===== src/rtl/rtmr_pkg.sv =====
package rtmr_pkg;
   localparam int unsigned DATA_W      = 16;
   localparam int unsigned MB_SYNC_EN  = 0;
   localparam int unsigned MB_SYNC_LO  = 1;
   localparam int unsigned MB_RST_TGT  = 3;
   localparam int unsigned MB_IRQ_TGT  = 4;
   localparam int unsigned MB_IRQ_OVF  = 5;
   localparam int unsigned MB_IRQ_RPT  = 6;
   localparam int unsigned MB_SRC_LO   = 8;
   localparam int unsigned MB_ANY_EVT  = 10;
   localparam int unsigned MB_HIT_TGT  = 11;
   localparam int unsigned MB_HIT_OVF  = 12;
   localparam int unsigned MB_WR_TOP   = 9;

   typedef enum logic [1:0] {
      SRC_SYS  = 2'b00,
      SRC_DOT  = 2'b01,
      SRC_DIV  = 2'b10,
      SRC_LINE = 2'b11
   } src_e;

   typedef enum logic [1:0] {
      REG_COUNT  = 2'd0,
      REG_MODE   = 2'd1,
      REG_TARGET = 2'd2,
      REG_NONE   = 2'd3
   } reg_e;
endpackage


===== src/rtl/rtmr_tick_sel.sv =====
module rtmr_tick_sel
   import rtmr_pkg::*;
#(
   parameter int unsigned DIV_LOG2 = 3
) (
   input  logic clk,
   input  logic rst_n,
   input  src_e src,
   input  logic dot_tick,
   input  logic line_tick,
   output logic tick
);
   logic div_tick;

   generate
      if (DIV_LOG2 == 0) begin : g_nodiv
         assign div_tick = 1'b1;
      end else begin : g_div
         logic [DIV_LOG2-1:0] pre_q;
         always_ff @(posedge clk or negedge rst_n) begin
            if (!rst_n) pre_q <= '0;
            else        pre_q <= pre_q + 1'b1;
         end
         assign div_tick = &pre_q;
      end
   endgenerate

   always_comb begin
      unique case (src)
         SRC_SYS:  tick = 1'b1;
         SRC_DOT:  tick = dot_tick;
         SRC_DIV:  tick = div_tick;
         SRC_LINE: tick = line_tick;
         default:  tick = 1'b0;
      endcase
   end
endmodule


===== src/rtl/rtmr_counter.sv =====
module rtmr_counter #(
   parameter int unsigned CNT_W = 16
) (
   input  logic             clk,
   input  logic             rst_n,
   input  logic             adv,
   input  logic             load,
   input  logic [CNT_W-1:0] load_val,
   input  logic             clear,
   input  logic [CNT_W-1:0] target,
   input  logic             rst_at_tgt,
   output logic [CNT_W-1:0] cnt,
   output logic             tgt_evt,
   output logic             ovf_evt
);
   logic [CNT_W:0]   inc;
   logic [CNT_W-1:0] cnt_q;
   logic             step;

   assign step    = adv & ~load & ~clear;
   assign inc     = {1'b0, cnt_q} + 1'b1;
   assign tgt_evt = step & (inc[CNT_W-1:0] == target);
   assign ovf_evt = step & inc[CNT_W];

   always_ff @(posedge clk or negedge rst_n) begin
      if (!rst_n)                      cnt_q <= '0;
      else if (clear)                  cnt_q <= '0;
      else if (load)                   cnt_q <= load_val;
      else if (tgt_evt && rst_at_tgt)  cnt_q <= '0;
      else if (step)                   cnt_q <= inc[CNT_W-1:0];
   end

   assign cnt = cnt_q;
endmodule


===== src/rtl/rtmr_ctrl.sv =====
module rtmr_ctrl
   import rtmr_pkg::*;
(
   input  logic              clk,
   input  logic              rst_n,
   input  logic              mode_wr,
   input  logic              mode_rd,
   input  logic [DATA_W-1:0] wdata,
   input  logic              tgt_evt,
   input  logic              ovf_evt,
   output logic [DATA_W-1:0] mode,
   output logic              run,
   output logic              fired,
   output logic              irq_pulse
);
   logic [DATA_W-1:0] mode_q, mode_n;
   logic              fired_q, irq_q, fire;
   logic [1:0]        sync_sel;

   assign sync_sel = mode_q[MB_SYNC_LO +: 2];
   assign run = ~(mode_q[MB_SYNC_EN] & ((sync_sel == 2'b00) | (sync_sel == 2'b11)));

   assign fire = ((tgt_evt & mode_q[MB_IRQ_TGT]) | (ovf_evt & mode_q[MB_IRQ_OVF]))
                 & (mode_q[MB_IRQ_RPT] | ~fired_q);

   always_comb begin
      mode_n = mode_q;
      if (mode_rd) begin
         mode_n[MB_HIT_TGT] = 1'b0;
         mode_n[MB_HIT_OVF] = 1'b0;
      end
      if (tgt_evt) begin
         mode_n[MB_HIT_TGT] = 1'b1;
         mode_n[MB_ANY_EVT] = 1'b1;
      end
      if (ovf_evt) begin
         mode_n[MB_HIT_OVF] = 1'b1;
         mode_n[MB_ANY_EVT] = 1'b1;
      end
   end

   always_ff @(posedge clk or negedge rst_n) begin
      if (!rst_n) begin
         mode_q  <= '0;
         fired_q <= 1'b0;
         irq_q   <= 1'b0;
      end else if (mode_wr) begin
         mode_q  <= {{(DATA_W-MB_WR_TOP-1){1'b0}}, wdata[MB_WR_TOP:0]};
         fired_q <= 1'b0;
         irq_q   <= 1'b0;
      end else begin
         mode_q  <= mode_n;
         irq_q   <= fire;
         if (fire) fired_q <= 1'b1;
      end
   end

   assign mode      = mode_q;
   assign fired     = fired_q;
   assign irq_pulse = irq_q;
endmodule


===== src/rtl/rtmr_channel.sv =====
module rtmr_channel
   import rtmr_pkg::*;
#(
   parameter int unsigned CNT_W    = 16,
   parameter int unsigned DIV_LOG2 = 3
) (
   input  logic              clk,
   input  logic              rst_n,
   input  logic              wr_en,
   input  logic              rd_en,
   input  logic [1:0]        addr,
   input  logic [DATA_W-1:0] wdata,
   output logic [DATA_W-1:0] rdata,
   input  logic              dot_tick,
   input  logic              line_tick,
   output logic              irq_pulse
);
   generate
      if (CNT_W < 4 || CNT_W > DATA_W) begin : g_bad_width
         $error("rtmr_channel: CNT_W must lie in 4..16");
      end
      if (DIV_LOG2 > 8) begin : g_bad_div
         $error("rtmr_channel: DIV_LOG2 must be at most 8");
      end
   endgenerate

   localparam int unsigned PAD_W = DATA_W - CNT_W;

   reg_e              sel;
   logic              cnt_wr, mode_wr, tgt_wr, mode_rd;
   logic [DATA_W-1:0] mode_w;
   logic [CNT_W-1:0]  cnt_w, tgt_q;
   logic              tick_w, run_w, fired_w, tgt_evt_w, ovf_evt_w;

   assign sel     = reg_e'(addr);
   assign cnt_wr  = wr_en & (sel == REG_COUNT);
   assign mode_wr = wr_en & (sel == REG_MODE);
   assign tgt_wr  = wr_en & (sel == REG_TARGET);
   assign mode_rd = rd_en & ~wr_en & (sel == REG_MODE);

   always_ff @(posedge clk or negedge rst_n) begin
      if (!rst_n)      tgt_q <= '0;
      else if (tgt_wr) tgt_q <= wdata[CNT_W-1:0];
   end

   rtmr_tick_sel #(.DIV_LOG2(DIV_LOG2)) u_tick (
      .clk       (clk),
      .rst_n     (rst_n),
      .src       (src_e'(mode_w[MB_SRC_LO +: 2])),
      .dot_tick  (dot_tick),
      .line_tick (line_tick),
      .tick      (tick_w)
   );

   rtmr_counter #(.CNT_W(CNT_W)) u_cnt (
      .clk        (clk),
      .rst_n      (rst_n),
      .adv        (tick_w & run_w),
      .load       (cnt_wr),
      .load_val   (wdata[CNT_W-1:0]),
      .clear      (mode_wr),
      .target     (tgt_q),
      .rst_at_tgt (mode_w[MB_RST_TGT]),
      .cnt        (cnt_w),
      .tgt_evt    (tgt_evt_w),
      .ovf_evt    (ovf_evt_w)
   );

   rtmr_ctrl u_ctrl (
      .clk       (clk),
      .rst_n     (rst_n),
      .mode_wr   (mode_wr),
      .mode_rd   (mode_rd),
      .wdata     (wdata),
      .tgt_evt   (tgt_evt_w),
      .ovf_evt   (ovf_evt_w),
      .mode      (mode_w),
      .run       (run_w),
      .fired     (fired_w),
      .irq_pulse (irq_pulse)
   );

   generate
      if (PAD_W == 0) begin : g_full
         always_comb begin
            unique case (sel)
               REG_COUNT:  rdata = cnt_w;
               REG_MODE:   rdata = mode_w;
               REG_TARGET: rdata = tgt_q;
               default:    rdata = '0;
            endcase
         end
      end else begin : g_pad
         always_comb begin
            unique case (sel)
               REG_COUNT:  rdata = {{PAD_W{1'b0}}, cnt_w};
               REG_MODE:   rdata = mode_w;
               REG_TARGET: rdata = {{PAD_W{1'b0}}, tgt_q};
               default:    rdata = '0;
            endcase
         end
      end
   endgenerate
endmodule


===== config.mk =====
export PLATFORM = sky130hd
export DESIGN_NAME = rtmr_channel
export DESIGN_NICKNAME = d
export VERILOG_FILES = /design/src/rtl/rtmr_pkg.sv /design/src/rtl/rtmr_tick_sel.sv /design/src/rtl/rtmr_counter.sv /design/src/rtl/rtmr_ctrl.sv /design/src/rtl/rtmr_channel.sv
export SDC_FILE = /design/constraint.sdc
export NUM_CORES = 1
export LEC_CHECK = 0
export ABC_AREA = 0
export ABC_CLOCK_PERIOD_IN_PS = 3500
export BUFFER_PORTS_ARGS = -buffer_cell sky130_fd_sc_hd__buf_2
export CORE_MARGIN = 4
export CORE_UTILIZATION = 58
export CTS_CLUSTER_DIAMETER = 60
export DETAILED_ROUTE_END_ITERATION = 8
export PLACE_DENSITY = 0.91
export REMOVE_ABC_BUFFERS = 1
export SLEW_MARGIN = 20
export SYNTH_ARGS = -nofsm -noshare
export SYNTH_HDL_FRONTEND = slang
export SYNTH_SLANG_ARGS = --single-unit
export TNS_END_PERCENT = 50

===== constraint.sdc =====
create_clock -name clk -period 3.5 [get_ports clk]
set_input_delay 0.175 -clock clk [delete_from_list [all_inputs] [get_ports clk]]
set_output_delay 0.175 -clock clk [all_outputs]
set_load 0.01 [all_outputs]

==> metrics.md, run 1 <==
| Metric | Value |
|---|---|
| Worst VDD drop | 398 uV |
| Fin crit period | 3330 ps |
| Fmax | 0.301 GHz |
| Synth Warn # | 0 |
| Drc violations | 0 |
| Clk_lat worst skew | 300 ps |
| CTS clk-pin slew, worst paths | 90 ps |
| Crit path DAT | 3490 ps |
| Post-cts resize count | 0 |
| CP max FO | 16 |
| TritonRoute pass-1 iters | 5 |
| Post-CTS Hold Buffers | 0 |
| Die ar. | 6850 um2 |
| Tightest Pin Transition | 948 ps |
| Setup_tns | 0 ps |
| Die height | 82.8 um |
| Slew HR | 0.366 |
| First-pass GRT wire length | 13.4 mm |
| First DRT Iteration DRCs | 275 |
| Mapped Cells | 342 |
| Initial antenna violation count | 0 |
| Post-DP HPWL | 5.87 mm |
| CP Launch Type | flop |
| Leakage | 1.55 nW |
| IO Count | 41 |
| Pwr/cell area | 635 nW/um2 |
| RSZ-0062 raised after global routing | no |
| Final Cycle Share | 0.951 |
| Largest net degree at the start of global routing | 51 |
| Outcome | finished clean |
| Die Width | 82.8 um |
| Mean Syn Cell Area | 9.48 um2 |
| Max-cap violations | 0 |
| Routed vias | 2865 |
| Fillcell total | 421 |
| Gpl congestion | 1.01 |
| Crit path kind | flop to flop |
| Sequential area share after synthesis | 0.386 |
| Cts bufs inserted | 5 |
| Vias per Instance | 6.50 |
| Max-slew violation count | 0 |
| Yosys reg bits | 50 |
| Netlist cell types | 56 |
| Overall Global Routing Usage | 0.260 |
| Initial Util | 0.615 |
| Vias in the first global route | 2678 |
| H-tree depth | 2 |
| Post-synth top area cell | dfrtp_1 |
| Post-CTS Repair Setup Buffers | 0 |
| Worst Clk Skew | 7.35 ps |
| Post-synthesis async set-or-reset flop share | 1.00 |
| Root Buffer | clkbuf_8 |
| Final hold slack | 106 ps |
| Clk sink count | 50 |
| # port buffers | 40 |
| Clock Path Buffers | 2 |
| Total Routed Length | 8.34 mm |
| Min-Delay Path Class | primary input to flop |
| Setup crit end kind | flop |
| Cells taking the most area after synthesis | dfrtp_1 39%, mux2_2 9.0%, mux2i_1 5.9%, nand2_1 5.1%, xnor2_1 4.6% |
| Final Hold Vio Count | 0 |
| Final setup viols | 0 |
| Core footprint | 5270 um2 |
| Avg WL per Cell | 18.9 um |
| Grt total ovfl | 0 |
| Cell area after synthesis | 3240 um2 |
| Final nets | 397 |
| Post-route ant nets | 0 |
| Post-synth EDFFs | 0 |
| Worst reg2reg path startpoint | u_cnt.cnt[0] |
| Min-Delay Startpoint | wdata[10] |
| Main synth FF type | dfrtp_1 |
| Top-area cell type share of the netlist area | 0.386 |
| Synth-to-layout area growth | 8.87% |
| CTS tree | yes |
| Cell row count | 26 |
| Critical Path RT | 3660 ps |
| Ant diodes | 0 |
| Layout cell share with drive strength beyond 1 | 0.235 |
| Critical Path Source | u_cnt.cnt[0] |
## cell families after synthesis
| family | after synthesis | synth area share |
|---|---|---|
| and+or+nand+nor | 123 | 0.201 |
| DFF | 50 | 0.386 |
| adders and majority gates | 3 | 0.0116 |
| muxes | 45 | 0.149 |
| AOI/OAI and AO/OA | 70 | 0.146 |
| xor gates and xnor gates | 21 | 0.0567 |
| buffers and inverters | 30 | 0.0494 |
## flip-flops by register name, indices dropped and copies added (netlist names)
register / count
u_cnt.cnt: 16
tgt_q: 16
u_ctrl.irq_pulse: 1
u_ctrl.mode: 13
u_ctrl.fired: 1
u_tick.g_div.pre_q: 3
## worst paths after layout
path	endpoint	cells after the start	slack [ps]
worst max-delay path	u_cnt.cnt[15]	8	170
worst min-delay path	u_cnt.cnt[10]	3	110
worst max register to register	u_cnt.cnt[15]	8	170
worst min register to register	u_tick.g_div.pre_q[0]	1	430
max in group asynchronous	tgt_q[4]	2	2640
min in group asynchronous	u_ctrl.mode[10]	2	430
## per-stage QoR
stage	power (mW)	instance area, um2	setup WS, ps	util	cells
finish	2.24	3530	172	0.670	441
global route	2.37	3530	0.512	0.670	441
CTS	2.22	3520	244	0.668	440
detailed placement	1.86	3430	330	0.650	432
global placement	1.82	3430	448	0.650	432
floorplan	1.56	3100	760	-	317
## placed cells by master, fill, tap and decap left out, types with 11 or more instances in the layout
cell / instances
buf_2: 39
dfrtp_1: 50
mux2_2: 26
mux2i_1: 19
nand2_1: 44
nor2_1: 11
nor3_1: 14
o21ai_0: 29
xnor2_1: 17
## cell usage after synthesis, drive strengths merged (6+ instances only)
| library cell | n |
|---|---|
| clkbuf | 16 |
| nand4 | 6 |
| a32oi | 7 |
| nand2 | 44 |
| mux2 | 26 |
| and3 | 10 |
| buf | 9 |
| mux2i | 19 |
| dfrtp | 50 |
| xnor2 | 17 |
| nand3 | 10 |
| o21ai | 31 |
| nor4 | 7 |
| o211ai | 6 |
| nor2 | 11 |
| nor3 | 14 |
## critical path: stages (launching register included)
cell and delay (ps):
dfrtp_1 510, ha_1 340, nand4_2 250, nor3_1 420, xnor2_1 170, a2111o_1 300, or4_1 820, nand4_1 210
o311ai_0 150
## power breakdown
part	switching [mW]	internal, mW
registers	0.262	0.709
logic	0.504	0.417
clock network	0.188	0.160
## layout make-up
cell class,instances,area (um2),area share
clock buffers,7,86.3,0.0245
flip-flops and latches,50,1250,0.354
clock inverters,1,5.00,0.00142
well taps,70,87.6,0.0248
repair buffers,46,250,0.0709
inverters,5,18.8,0.00532
multi-input cells,262,1830,0.519
## metal layers
metal,vias up,wire length [um],global-route usage
met3,13,709,0.0464
met4,0,145,0.0735
met1,1401,3420,0.357
met5,-,0,0
met2,149,4070,0.422
li1,1302,-,-
Power figures use the tool's default switching activity.
==> run 2, diff against run 1 <==
--- a/config.mk
+++ b/config.mk
@@ -12,9 +12,10 @@
 export CORE_UTILIZATION = 58
 export CTS_CLUSTER_DIAMETER = 60
 export DETAILED_ROUTE_END_ITERATION = 8
+export GPL_TIMING_DRIVEN = 0
 export PLACE_DENSITY = 0.91
 export REMOVE_ABC_BUFFERS = 1
-export SLEW_MARGIN = 20
+export SLEW_MARGIN = 40
 export SYNTH_ARGS = -nofsm -noshare
 export SYNTH_HDL_FRONTEND = slang
 export SYNTH_SLANG_ARGS = --single-unit
==> metrics.md, run 2 (synthesis results as in run 1) <==
| Metric | Value |
|---|---|
| Initial antenna violation count | 0 |
| Drc violations | 0 |
| Pwr/cell area | 636 nW/um2 |
| CTS tree | yes |
| Overall Global Routing Usage | 0.260 |
| Avg WL per Cell | 18.7 um |
| Setup_tns | 0 ps |
| Crit path kind | flop to flop |
| Grt total ovfl | 0 |
| Final Cycle Share | 0.885 |
| Worst Clk Skew | 12.4 ps |
| Max-cap violations | 0 |
| Initial Util | 0.615 |
| Total Routed Length | 8.27 mm |
| IO Count | 41 |
| Fmax | 0.323 GHz |
| Final setup viols | 0 |
| Min-Delay Startpoint | wdata[11] |
| Cell row count | 26 |
| Largest net degree at the start of global routing | 51 |
| Layout cell share with drive strength beyond 1 | 0.243 |
| Routed vias | 2853 |
| Setup crit end kind | flop |
| Die height | 82.8 um |
| Core footprint | 5270 um2 |
| Vias in the first global route | 2746 |
| First DRT Iteration DRCs | 298 |
| H-tree depth | 2 |
| Commonest non-fill, non-tap cell in the layout | dfrtp_1 |
| Slew HR | 0.437 |
| Final nets | 397 |
| RSZ-0062 raised after global routing | no |
| Worst reg2reg path startpoint | u_cnt.cnt[0] |
| Root Buffer | clkbuf_8 |
| Design Area, Final | 3540 um2 |
| Min-Delay Path Class | primary input to flop |
| Post-DP HPWL | 5.74 mm |
| Reg2reg end | u_cnt.cnt[15] |
| CP max FO | 16 |
| Area of the multi-input gates | 1840 um2 |
| Die ar. | 6850 um2 |
| Die Width | 82.8 um |
| Cts bufs inserted | 5 |
| Post-CTS Repair Setup Buffers | 0 |
| Tightest Pin Transition | 845 ps |
| Ant diodes | 0 |
| Slowest CP cell | or4_4 |
| # port buffers | 40 |
| Final hold slack | 99.4 ps |
| Outcome | finished clean |
| R2r worst-path depth | 8 |
| Critical Path RT | 3670 ps |
| Clk sink count | 50 |
| Fin crit period | 3100 ps |
| Vias per Instance | 6.47 |
| Max-slew violation count | 0 |
| WP buf/inv | 0 |
| Post-route ant nets | 0 |
| Register-to-register setup slack | 400 ps |
| Worst VDD drop | 358 uV |
| TritonRoute pass-1 iters | 5 |
| Post-layout util | 0.671 |
| Clk_lat worst skew | 310 ps |
| Critical Path, Cell by Cell | ha_1 > nand4_2 > nor3_1 > xnor2_1 > a2111o_1 > or4_4 > nand4_1 > o311ai_0 |
| Register cell area after layout | 1250 um2 |
| Leakage | 1.55 nW |
| Fillcell total | 422 |
| Most frequent cells in the layout | 50 x dfrtp_1, 44 x nand2_1, 40 x buf_2 |
| Final Hold Vio Count | 0 |
| Kind of cell adding the most delay to the critical path | simple AND/OR/NAND/NOR gates |
| Crit path DAT | 3270 ps |
| Clock Path Buffers | 2 |
| Area after DPL | 3430 um2 |
| Hold path endpoint | u_cnt.cnt[11] |
| Hold depth | 3 |
| Synth-to-layout area growth | 9.07% |
| Max stage delay on crit path | 650 ps |
| CP Launch Type | flop |
| First-pass GRT wire length | 13.5 mm |
| Gpl congestion | 1.01 |
| CTS clk-pin slew, worst paths | 90 ps |
run 2: layout make-up:
type | count | area share
inverters | 5 | 0.00531
repair buffers | 46 | 0.0700
clock buffers | 7 | 0.0244
multi-input cells | 262 | 0.520
flip-flops and latches | 50 | 0.354
clock inverters | 1 | 0.00141
well taps | 70 | 0.0248
run 2: worst max path at each step:
stage	startpoint	to	slack (ps)	depth (start not counted)
6_report	u_cnt.cnt[0]	u_cnt.cnt[15]	400	8
3_3_place_gp	addr[1]	u_cnt.cnt[15]	-180	8
4_1_cts	u_cnt.cnt[0]	u_cnt.cnt[15]	240	8
3_5_place_dp	addr[1]	u_cnt.cnt[15]	150	10
5_1_grt	u_cnt.cnt[0]	u_cnt.cnt[15]	200	8
2_1_floorplan	u_cnt.cnt[0]	u_cnt.cnt[15]	760	8
run 2: tightest hold or removal path, cell delays in order:
cell and delay [ps]:
buf_2 90, a32oi_1 50, nand2_1 60
run 2: metal layers:
| metal | track usage | vias up | part of all wire |
|---|---|---|---|
| met3 | 0.0378 | 18 | 0.068 |
| met4 | 0.0801 | 0 | 0.017 |
| met2 | 0.423 | 148 | 0.49 |
| met1 | 0.358 | 1377 | 0.42 |
| met5 | 0 | - | 0 |
| li1 | - | 1310 | - |
run 2: per-stage QoR:
stage | std cells | total power [mW] | setup WS, ps
2_1_floorplan | 317 | 1.56 | 760
3_3_place_gp | 427 | 1.79 | -180
3_5_place_dp | 432 | 1.87 | 154
4_1_cts | 441 | 2.22 | 239
5_1_grt | 441 | 2.39 | 199
6_report | 441 | 2.25 | 404
run 2: what timing repair did:
item	4_1_cts	5_1_grt
endpoints found under the hold margin	50	0
resized for setup	0	1
setup endpoints to repair	0	1
hold buffers	1	0
run 2: report_power, final:
part / switching (mW) / internal, mW
Clock: 0.190 / 0.160
Combinational: 0.496 / 0.416
Sequential: 0.279 / 0.709
Total: 0.965 / 1.29
